--- config.mk ---
export PLATFORM = sky130hd
export DESIGN_NAME = leaf_perm_check
export DESIGN_NICKNAME = d
export VERILOG_FILES = /design/src/rtl/leaf_perm_pkg.sv /design/src/rtl/leaf_attr_decode.sv /design/src/rtl/leaf_viol_judge.sv /design/src/rtl/leaf_mask_build.sv /design/src/rtl/leaf_perm_check.sv
export SDC_FILE = /design/constraint.sdc
export NUM_CORES = 1
export LEC_CHECK = 0
export ABC_AREA = 1
export BUFFER_PORTS_ARGS = -buffer_cell sky130_fd_sc_hd__buf_4
export CORE_MARGIN = 10
export CORE_UTILIZATION = 17
export DETAILED_ROUTE_END_ITERATION = 7
export PLACE_DENSITY_LB_ADDON = 0.3
export SLEW_MARGIN = 20
export SYNTH_ARGS = -nofsm -noshare
export SYNTH_HDL_FRONTEND = slang
export SYNTH_SLANG_ARGS = --single-unit
--- constraint.sdc ---
create_clock -name vclk -period 2.3
set_clock_uncertainty 0.2 [all_clocks]
set_input_delay 0.345 -clock vclk [all_inputs]
set_output_delay 0.345 -clock vclk [all_outputs]
set_load 0.005 [all_outputs]
--- src/rtl/leaf_perm_pkg.sv ---
// Package: shared types for the leaf permission checker.
// Assumes one 64-bit descriptor word and five inherited restriction bits.
package leaf_perm_pkg;

    localparam int DESC_W      = 64;
    localparam int RSTR_W      = 5;
    localparam int EXC_W       = 8;
    localparam int PERM_W      = 3;

    // Bit positions inside the descriptor that the checker reads.
    localparam int BIT_USER_OK = 6;
    localparam int BIT_RDONLY  = 7;
    localparam int BIT_KXN     = 53;
    localparam int BIT_UXN     = 54;

    // Mask bit positions.
    localparam int PRM_R = 0;
    localparam int PRM_W = 1;
    localparam int PRM_X = 2;

    localparam logic [EXC_W-1:0] PROT_PARAM = 8'h08;

    typedef enum logic [1:0] {
        ACC_RD  = 2'd0,
        ACC_WR  = 2'd1,
        ACC_FE  = 2'd2,
        ACC_DBG = 2'd3
    } acc_kind_e;

    // Inherited restrictions; bit 0 is kxn, bit 4 is no_user.
    typedef struct packed {
        logic no_user;
        logic no_write;
        logic no_user_rw;
        logic uxn;
        logic kxn;
    } restrict_t;

    typedef struct packed {
        logic user_ok;
        logic rdonly;
        logic kxn;
        logic uxn;
    } leaf_attr_t;

endpackage

--- src/rtl/leaf_attr_decode.sv ---
// Module: leaf_attr_decode
// Pulls the permission-relevant attribute bits out of a leaf descriptor.
// Assumes the descriptor is a leaf; the descriptor type is not checked here.
module leaf_attr_decode
    import leaf_perm_pkg::*;
#(
    parameter int W        = DESC_W,
    parameter int P_USEROK = BIT_USER_OK,
    parameter int P_RDONLY = BIT_RDONLY,
    parameter int P_KXN    = BIT_KXN,
    parameter int P_UXN    = BIT_UXN
) (
    input  logic [W-1:0] desc,
    output leaf_attr_t   attr
);

    // Select the four attribute bits from the descriptor.
    always_comb begin
        attr.user_ok = desc[P_USEROK];
        attr.rdonly  = desc[P_RDONLY];
        attr.kxn     = desc[P_KXN];
        attr.uxn     = desc[P_UXN];
    end

endmodule

--- src/rtl/leaf_viol_judge.sv ---
// Module: leaf_viol_judge
// Decides whether an access to a leaf is a protection violation.
// Assumes a debug access is never refused.
module leaf_viol_judge
    import leaf_perm_pkg::*;
(
    input  leaf_attr_t attr,
    input  restrict_t  rstr,
    input  logic       user,
    input  acc_kind_e  kind,
    output logic       bad
);

    logic is_rd, is_wr, is_fe, kern_bad, usr_bad;

    // Classify the access kind.
    always_comb begin
        is_rd = (kind == ACC_RD);
        is_wr = (kind == ACC_WR);
        is_fe = (kind == ACC_FE);
    end

    // Kernel-side refusals: execute-never on fetch.
    always_comb begin
        kern_bad = is_fe && (attr.kxn || rstr.kxn);
    end

    // User-side refusals: data lockout, execute-never, whole-region lockout.
    always_comb begin
        usr_bad = ((is_rd || is_wr) && rstr.no_user_rw)
               || (is_fe && (attr.uxn || rstr.uxn))
               || ((is_rd || is_wr || is_fe) && (rstr.no_user || !attr.user_ok));
    end

    // Combine the mode-specific verdict with the read-only write check.
    always_comb begin
        bad = (is_wr && attr.rdonly) || (user ? usr_bad : kern_bad);
    end

endmodule

--- src/rtl/leaf_mask_build.sv ---
// Module: leaf_mask_build
// Builds the read/write/execute mask to install in a TLB entry.
// Assumes the mask starts fully open and is only ever reduced.
module leaf_mask_build
    import leaf_perm_pkg::*;
#(
    parameter int N = PERM_W
) (
    input  leaf_attr_t   attr,
    input  restrict_t    rstr,
    input  logic         user,
    output logic [N-1:0] mask
);

    logic xn_now, usr_lock, usr_data_lock, wr_lock;

    // Gather the conditions that remove permission bits.
    always_comb begin
        xn_now        = user ? (attr.uxn || rstr.uxn) : (attr.kxn || rstr.kxn);
        usr_lock      = user && (rstr.no_user || !attr.user_ok);
        usr_data_lock = user && rstr.no_user_rw;
        wr_lock       = rstr.no_write || attr.rdonly;
    end

    // Apply each removal to the fully open mask.
    always_comb begin
        mask = '1;
        if (xn_now)        mask[PRM_X] = 1'b0;
        if (wr_lock)       mask[PRM_W] = 1'b0;
        if (usr_data_lock) begin
            mask[PRM_R] = 1'b0;
            mask[PRM_W] = 1'b0;
        end
        if (usr_lock)      mask = '0;
    end

endmodule

--- src/rtl/leaf_perm_check.sv ---
// Module: leaf_perm_check (top)
// Judges one access against a leaf descriptor and the inherited table
// restrictions, giving a violation flag, a TLB permission mask and the
// exception parameter and cause. Purely combinational, no state.
module leaf_perm_check
    import leaf_perm_pkg::*;
#(
    parameter int DW = DESC_W,
    parameter int RW = RSTR_W,
    parameter int EW = EXC_W
) (
    input  logic [DW-1:0]     leaf_desc,
    input  logic [RW-1:0]     tbl_restrict,
    input  logic              user_mode,
    input  logic [1:0]        acc_kind,
    output logic              viol,
    output logic [PERM_W-1:0] perm_rwx,
    output logic [EW-1:0]     exc_param,
    output logic [EW-1:0]     exc_cause
);

    localparam int CAUSE_BITS = 3;

    leaf_attr_t attr;
    restrict_t  rstr;
    acc_kind_e  kind;
    logic       bad;

    // Map raw inputs onto the package types.
    always_comb begin
        rstr = restrict_t'(tbl_restrict);
        kind = acc_kind_e'(acc_kind);
    end

    leaf_attr_decode #(.W(DW)) u_dec (
        .desc (leaf_desc),
        .attr (attr)
    );

    leaf_viol_judge u_judge (
        .attr (attr),
        .rstr (rstr),
        .user (user_mode),
        .kind (kind),
        .bad  (bad)
    );

    leaf_mask_build #(.N(PERM_W)) u_mask (
        .attr (attr),
        .rstr (rstr),
        .user (user_mode),
        .mask (perm_rwx)
    );

    // Encode the exception fields for a refused access.
    always_comb begin
        viol      = bad;
        exc_param = bad ? PROT_PARAM : '0;
        exc_cause = '0;
        if (bad) begin
            for (int i = 0; i < CAUSE_BITS; i++) begin
                if (acc_kind == 2'(i)) exc_cause[i] = 1'b1;
            end
        end
    end

endmodule

==> results by group, run 1 <==
Status
  – Outcome: finished, final reports clean

Route
  – # DRC: 0
  – Average wire per standard cell: about 10 um
  – Via Count: about 250
  – Starting DRT DRC Count: 6
  – Drt total wl: 730 um
  – Drt via density: 3.32
  – Antenna Nets Post-Route: 0
  – TritonRoute pass-1 iters: 4

Finish
  – Net count, final: 134
  – Seq cells: 0
  – Area delta synth->final: 48.6%
  – Layout Cells excl Fill: between 70 and 80
  – Clk_buf instances: 0
  – Antenna Cells: 0
  – Share of cells above drive strength 1: between 40% and 50%
  – Register area: 0 um^2

Timing
  – PnR worst setup slack: roughly 0.63 ns
  – Unrepaired setup endpoints after global routing: no
  – Max Freq: 599 MHz
  – Period Utilization, post-route: ~73%
  – Post-Route Setup TNS: 0 ns
  – Hold Violations, Final: 0
  – Final setup viols: 0
  – Final Slew Violations: 0
  – Worst hold slack: 0.723 ns
  – Fin crit period: between 1.5 and 2 ns

Critical path
  – Max FO, Critical Path: 4
  – Setup crit start kind: input port
  – Critical path type: input port to output pin
  – Worst setup EP type: output pin
  – CP endpoint: exc_param[3]
  – Required @ worst endpoint: approximately 1.8 ns
  – Crit path arrival time: 1.12 ns
  – Worst Setup SP: tbl_restrict[4]

Yosys
  – Largest area contributor in the netlist: buf_4
  – Synth warn: 0
  – Synth top area share: 42.2%
  – Area contributors post-synth: buf_4 42%, nand2_1 11%, inv_1 9.7%
  – Syn_area_per_cell: 5.51 um^2
  – Sequential-to-total area share from yosys stat: 0%
  – Yosys cell types: 16
  – Commonest cells post-synth: 13 x buf_4, 7 x nand2_1, 6 x inv_1, 4 x nor2_1
  – Synthesized area: 231 um^2
  – Syn Inst Count: 42
  – Most frequent cell after synthesis: buf_4

Floorplanning
  – Ports: 92
  – Initial Utilization: 18.0%
  – DIE WIDTH: between 50 and 60 um
  – Die Span Y: 56.9 um
  – DIE AREA: around 3200 um^2
  – Placement Rows: 13
  – Core box area: 1280 um^2

Global routing
  – First-pass GRT wire length: 1.12 mm
  – Initial antenna violation count: 0
  – Largest net degree at the start of global routing: 5
  – Vias in the first global route: 250
  – Gr ovfl total: 0
  – Global Route Usage Sum: 3.83%

CTS
  – Post CTS Setup Buffer Count: 0
  – Post-CTS Hold Buffers: 0
  – Post-cts sizing count: 0

Pwr
  – Power density cells: 170 nW/um^2
  – Static leakage: 0.209 nW
  – Final Power: approximately 0.06 mW
  – Max VDD drop: 0.0518 mV

Job
  – Max Cap Viol: 0

Place
  – Post-DP HPWL: between 700 and 800 um
  – DP Cell Count: 75
  – Gpl congestion: 0.666
  – Port bufs: 20
  – Worst slack, placed: approximately 0.61 ns

Hold path
  – Tightest Hold Check Type: input port to output pin
power breakdown:
part | internal, mW | leakage [nW] | total (mW) | switching [mW]
clock network | 0 | 0 | 0 | 0
registers | 0 | 0 | 0 | 0
logic | 0.0310 | 0.209 | 0.0585 | 0.0275
total | 0.0310 | 0.209 | 0.0585 | 0.0275
layer usage:
layer | up-vias | share of wire (%) | track usage (%)
met5 | - | 0 | 0
met4 | 0 | 0 | 0
met3 | 0 | 9.9 | 1.35
met2 | 15 | 47 | 6.36
met1 | 95 | 43 | 4.88
li1 | 139 | - | -
placed cells by master (no fill, tap or decap), types with 4 or more instances in the layout:
cell type / n
buf_4: 20
conb_1: 12
nand2_1: 7
inv_1: 6
nor2_1: 4
area by class of cell:
class | count | area [um^2]
multi-input cells | 33 | 149
inverters | 7 | 26.3
repair buffers | 20 | 150
well taps | 15 | 18.8
fillers | 150 | 941
metrics by stage:
step | util [%] | cell area, um^2
global route | 26.8 | 344
finish | 26.8 | 344
detailed placement | 26.8 | 344
floorplan | - | 273
global placement | 26.8 | 344
CTS | 26.8 | 344
cell families (layout without fill, tap and decap cells):
| family | after synthesis | count (layout) | synth area share [%] |
|---|---|---|---|
| other | 1 | 12 | 1.62 |
| and+or+nand+nor | 15 | 15 | 28.1 |
| AOI/OAI and AO/OA | 6 | 6 | 16.8 |
| buffers and inverters | 20 | 27 | 53.5 |
critical path: stages:
cell	delay, ns
buf_4	0.10
inv_1	0.06
nand2_1	0.07
a21oi_1	0.12
nand2_1	0.07
nand2_2	0.09
o21ai_0	0.11
buf_4	0.15
how the worst min path moves through the flow:
stage | from | end | slack [ns] | cells after the start
final | tbl_restrict[3] | perm_rwx[1] | 0.72 | 3
after global routing | tbl_restrict[3] | perm_rwx[1] | 0.74 | 3
after CTS | tbl_restrict[3] | perm_rwx[1] | 0.73 | 3
after detailed placement | tbl_restrict[3] | perm_rwx[1] | 0.73 | 3
after global placement | tbl_restrict[3] | perm_rwx[1] | 0.72 | 3
after floorplan | tbl_restrict[3] | perm_rwx[1] | 0.52 | 1
No activity file was read; power rests on OpenSTA's default activity.
==> run 2: changes to the inputs <==
--- a/config.mk
+++ b/config.mk
@@ -8,7 +8,7 @@
 export ABC_AREA = 1
 export BUFFER_PORTS_ARGS = -buffer_cell sky130_fd_sc_hd__buf_4
 export CORE_MARGIN = 10
-export CORE_UTILIZATION = 17
+export CORE_UTILIZATION = 15
 export DETAILED_ROUTE_END_ITERATION = 7
 export PLACE_DENSITY_LB_ADDON = 0.3
 export SLEW_MARGIN = 20
==> constraint.sdc (replaced) <==
create_clock -name vclk -period 1.4
set_clock_uncertainty 0.2 [all_clocks]
set_input_delay 0.21 -clock vclk [all_inputs]
set_output_delay 0.21 -clock vclk [all_outputs]
set_load 0.005 [all_outputs]
==> run 2 against run 1 <==
Critical path depth unchanged. Setup slack got worse by 0.56 ns. Total power increased by 81%. Utilization decreased by 2.1 points. First-iteration DRC count decreased by 100%. Cell area increased by 6.9%. Die area increased by 8.5%. Via count increased by 2.8%. Non-clock buffer count unchanged. Sequential share of layout area unchanged. Flip-flop and latch count unchanged. Clock-buffer cell count unchanged.
==> results by group, run 2 (synthesized netlist as in run 1, its figures left out) <==
Timing
  – Fin crit period: around 1.3 ns
  – Final setup viols: 0 (unchanged)
  – Final Slew Violations: 0 (unchanged)
  – Hold Violations, Final: 0 (unchanged)
  – PnR worst setup slack: 0.0690 ns (was 0.631 ns)
  – Max Freq: 751 MHz
  – Period Utilization, post-route: 95.1%
  – Worst hold slack: 0.454 ns (was 0.723 ns)
  – Post-Route Setup TNS: 0 ns (unchanged)

Finish
  – Design area: 368 um^2 (was 344 um^2)
  – Area delta synth->final: 58.9% (was 48.6%)
  – Antenna Cells: 0 (unchanged)
  – Share of cells above drive strength 1: 50.0% (was 41.7%)
  – Most frequent cells in the layout: 20 x buf_4, 12 x conb_1, 6 x nand2_1 (was 20 x buf_4, 12 x conb_1, 7 x nand2_1)
  – Most common cell after layout, fill and taps aside: buf_4 (unchanged)
  – Fillers: 184 (was 150)
  – Clk_buf instances: 0 (unchanged)
  – Core Util, Final: 24.7% (was 26.8%)
  – Seq cells: 0 (unchanged)
  – Register area: 0 um^2 (unchanged)
  – Area of the multi-input gates: 171 um^2 (was 149 um^2)
  – Net count, final: 134 (unchanged)
  – Layout Cells excl Fill: 76 (was 75)

Route
  – Average wire per standard cell: 9.92 um (was 9.73 um)
  – Drt total wl: 754 um (was 730 um)
  – Starting DRT DRC Count: 0 (was 6)
  – Antenna Nets Post-Route: 0 (unchanged)
  – Drt via density: 3.37 (was 3.32)
  – Via Count: 256 (was 249)
  – # DRC: 0 (unchanged)
  – TritonRoute pass-1 iters: 1 (was 4)

Pwr
  – Final Power: 0.106 mW (was 0.0585 mW)
  – Power density cells: 288 nW/um^2 (was 170 nW/um^2)
  – Static leakage: 0.211 nW (was 0.209 nW)
  – Max VDD drop: 0.0746 mV (was 0.0518 mV)

Floorplanning
  – Initial Utilization: 15.5% (was 18.0%)
  – Core box area: 1490 um^2 (was 1280 um^2)
  – Ports: 92 (unchanged)
  – Placement Rows: 14 (was 13)
  – Die Span Y: 59.3 um (was 56.9 um)
  – DIE WIDTH: 59.3 um (was 56.9 um)
  – DIE AREA: 3510 um^2 (was 3240 um^2)

Critical path
  – Worst setup EP type: output pin (unchanged)
  – Crit path arrival time: 0.92 ns (was 1.12 ns)
  – Max FO, Critical Path: 4 (unchanged)
  – Setup crit start kind: input port (unchanged)
  – Critical path type: input port to output pin (unchanged)
  – Required @ worst endpoint: 0.99 ns (was 1.75 ns)

Global routing
  – Initial antenna violation count: 0 (unchanged)
  – Largest net degree at the start of global routing: 5 (unchanged)
  – Gr ovfl total: 0 (unchanged)
  – Global Route Usage Sum: 3.41% (was 3.83%)
  – First-pass GRT wire length: 1.00 mm (was 1.12 mm)
  – Vias in the first global route: 227 (was 250)

CTS
  – Post CTS Setup Buffer Count: 0 (unchanged)
  – Post-CTS Hold Buffers: 0 (unchanged)

Job
  – Max Cap Viol: 0 (unchanged)

Hold path
  – Tightest Hold Check Type: input port to output pin (unchanged)

Place
  – Port bufs: 20 (unchanged)
  – Area after DPL: 345 um^2 (was 344 um^2)
  – DP Cell Count: 76 (was 75)
  – Post-DP HPWL: 726 um (was 703 um)
  – Worst slack, placed: -0.00877 ns (was 0.606 ns)
  – Gpl congestion: 0.751 (was 0.666)

Status
  – Outcome: finished, final reports clean (unchanged)
## run 2: critical path, cell delays in order
cell     delay, ns
buf_4         0.11
inv_2         0.05
nand2_2       0.05
a21oi_2       0.12
nand2_1       0.06
nand2_2       0.11
o21ai_2       0.07
buf_4         0.13
## run 2: per-layer routing
layer	GRT usage [%]	wire length (um)
met5	0	0
met1	4.41	328
met2	5.35	344
met4	0	0
met3	1.50	81
## run 2: what timing repair did
item	CTS	global route
pin swaps	0	3
cloned	0	0
resized for setup	1	7
endpoints found under the setup margin	2	5
endpoints found under the hold margin	0	0
## run 2: where the power goes
| part | leakage, nW | internal [mW] | switching [mW] |
|---|---|---|---|
| sequential | 0 | 0 | 0 |
| combinational | 0.211 | 0.0547 | 0.0512 |
| clock | 0 | 0 | 0 |
## run 2: final timing paths
check	start	cells past startpoint	to
setup / recovery	tbl_restrict[4]	8	exc_param[3]
hold / removal	tbl_restrict[3]	3	perm_rwx[1]
## run 2: layout make-up
cell class	count	area share [%]
Tap cell	16	5.44
Inverter	7	7.14
Timing Repair Buffer	20	40.8
Multi-Input combinational cell	33	46.6
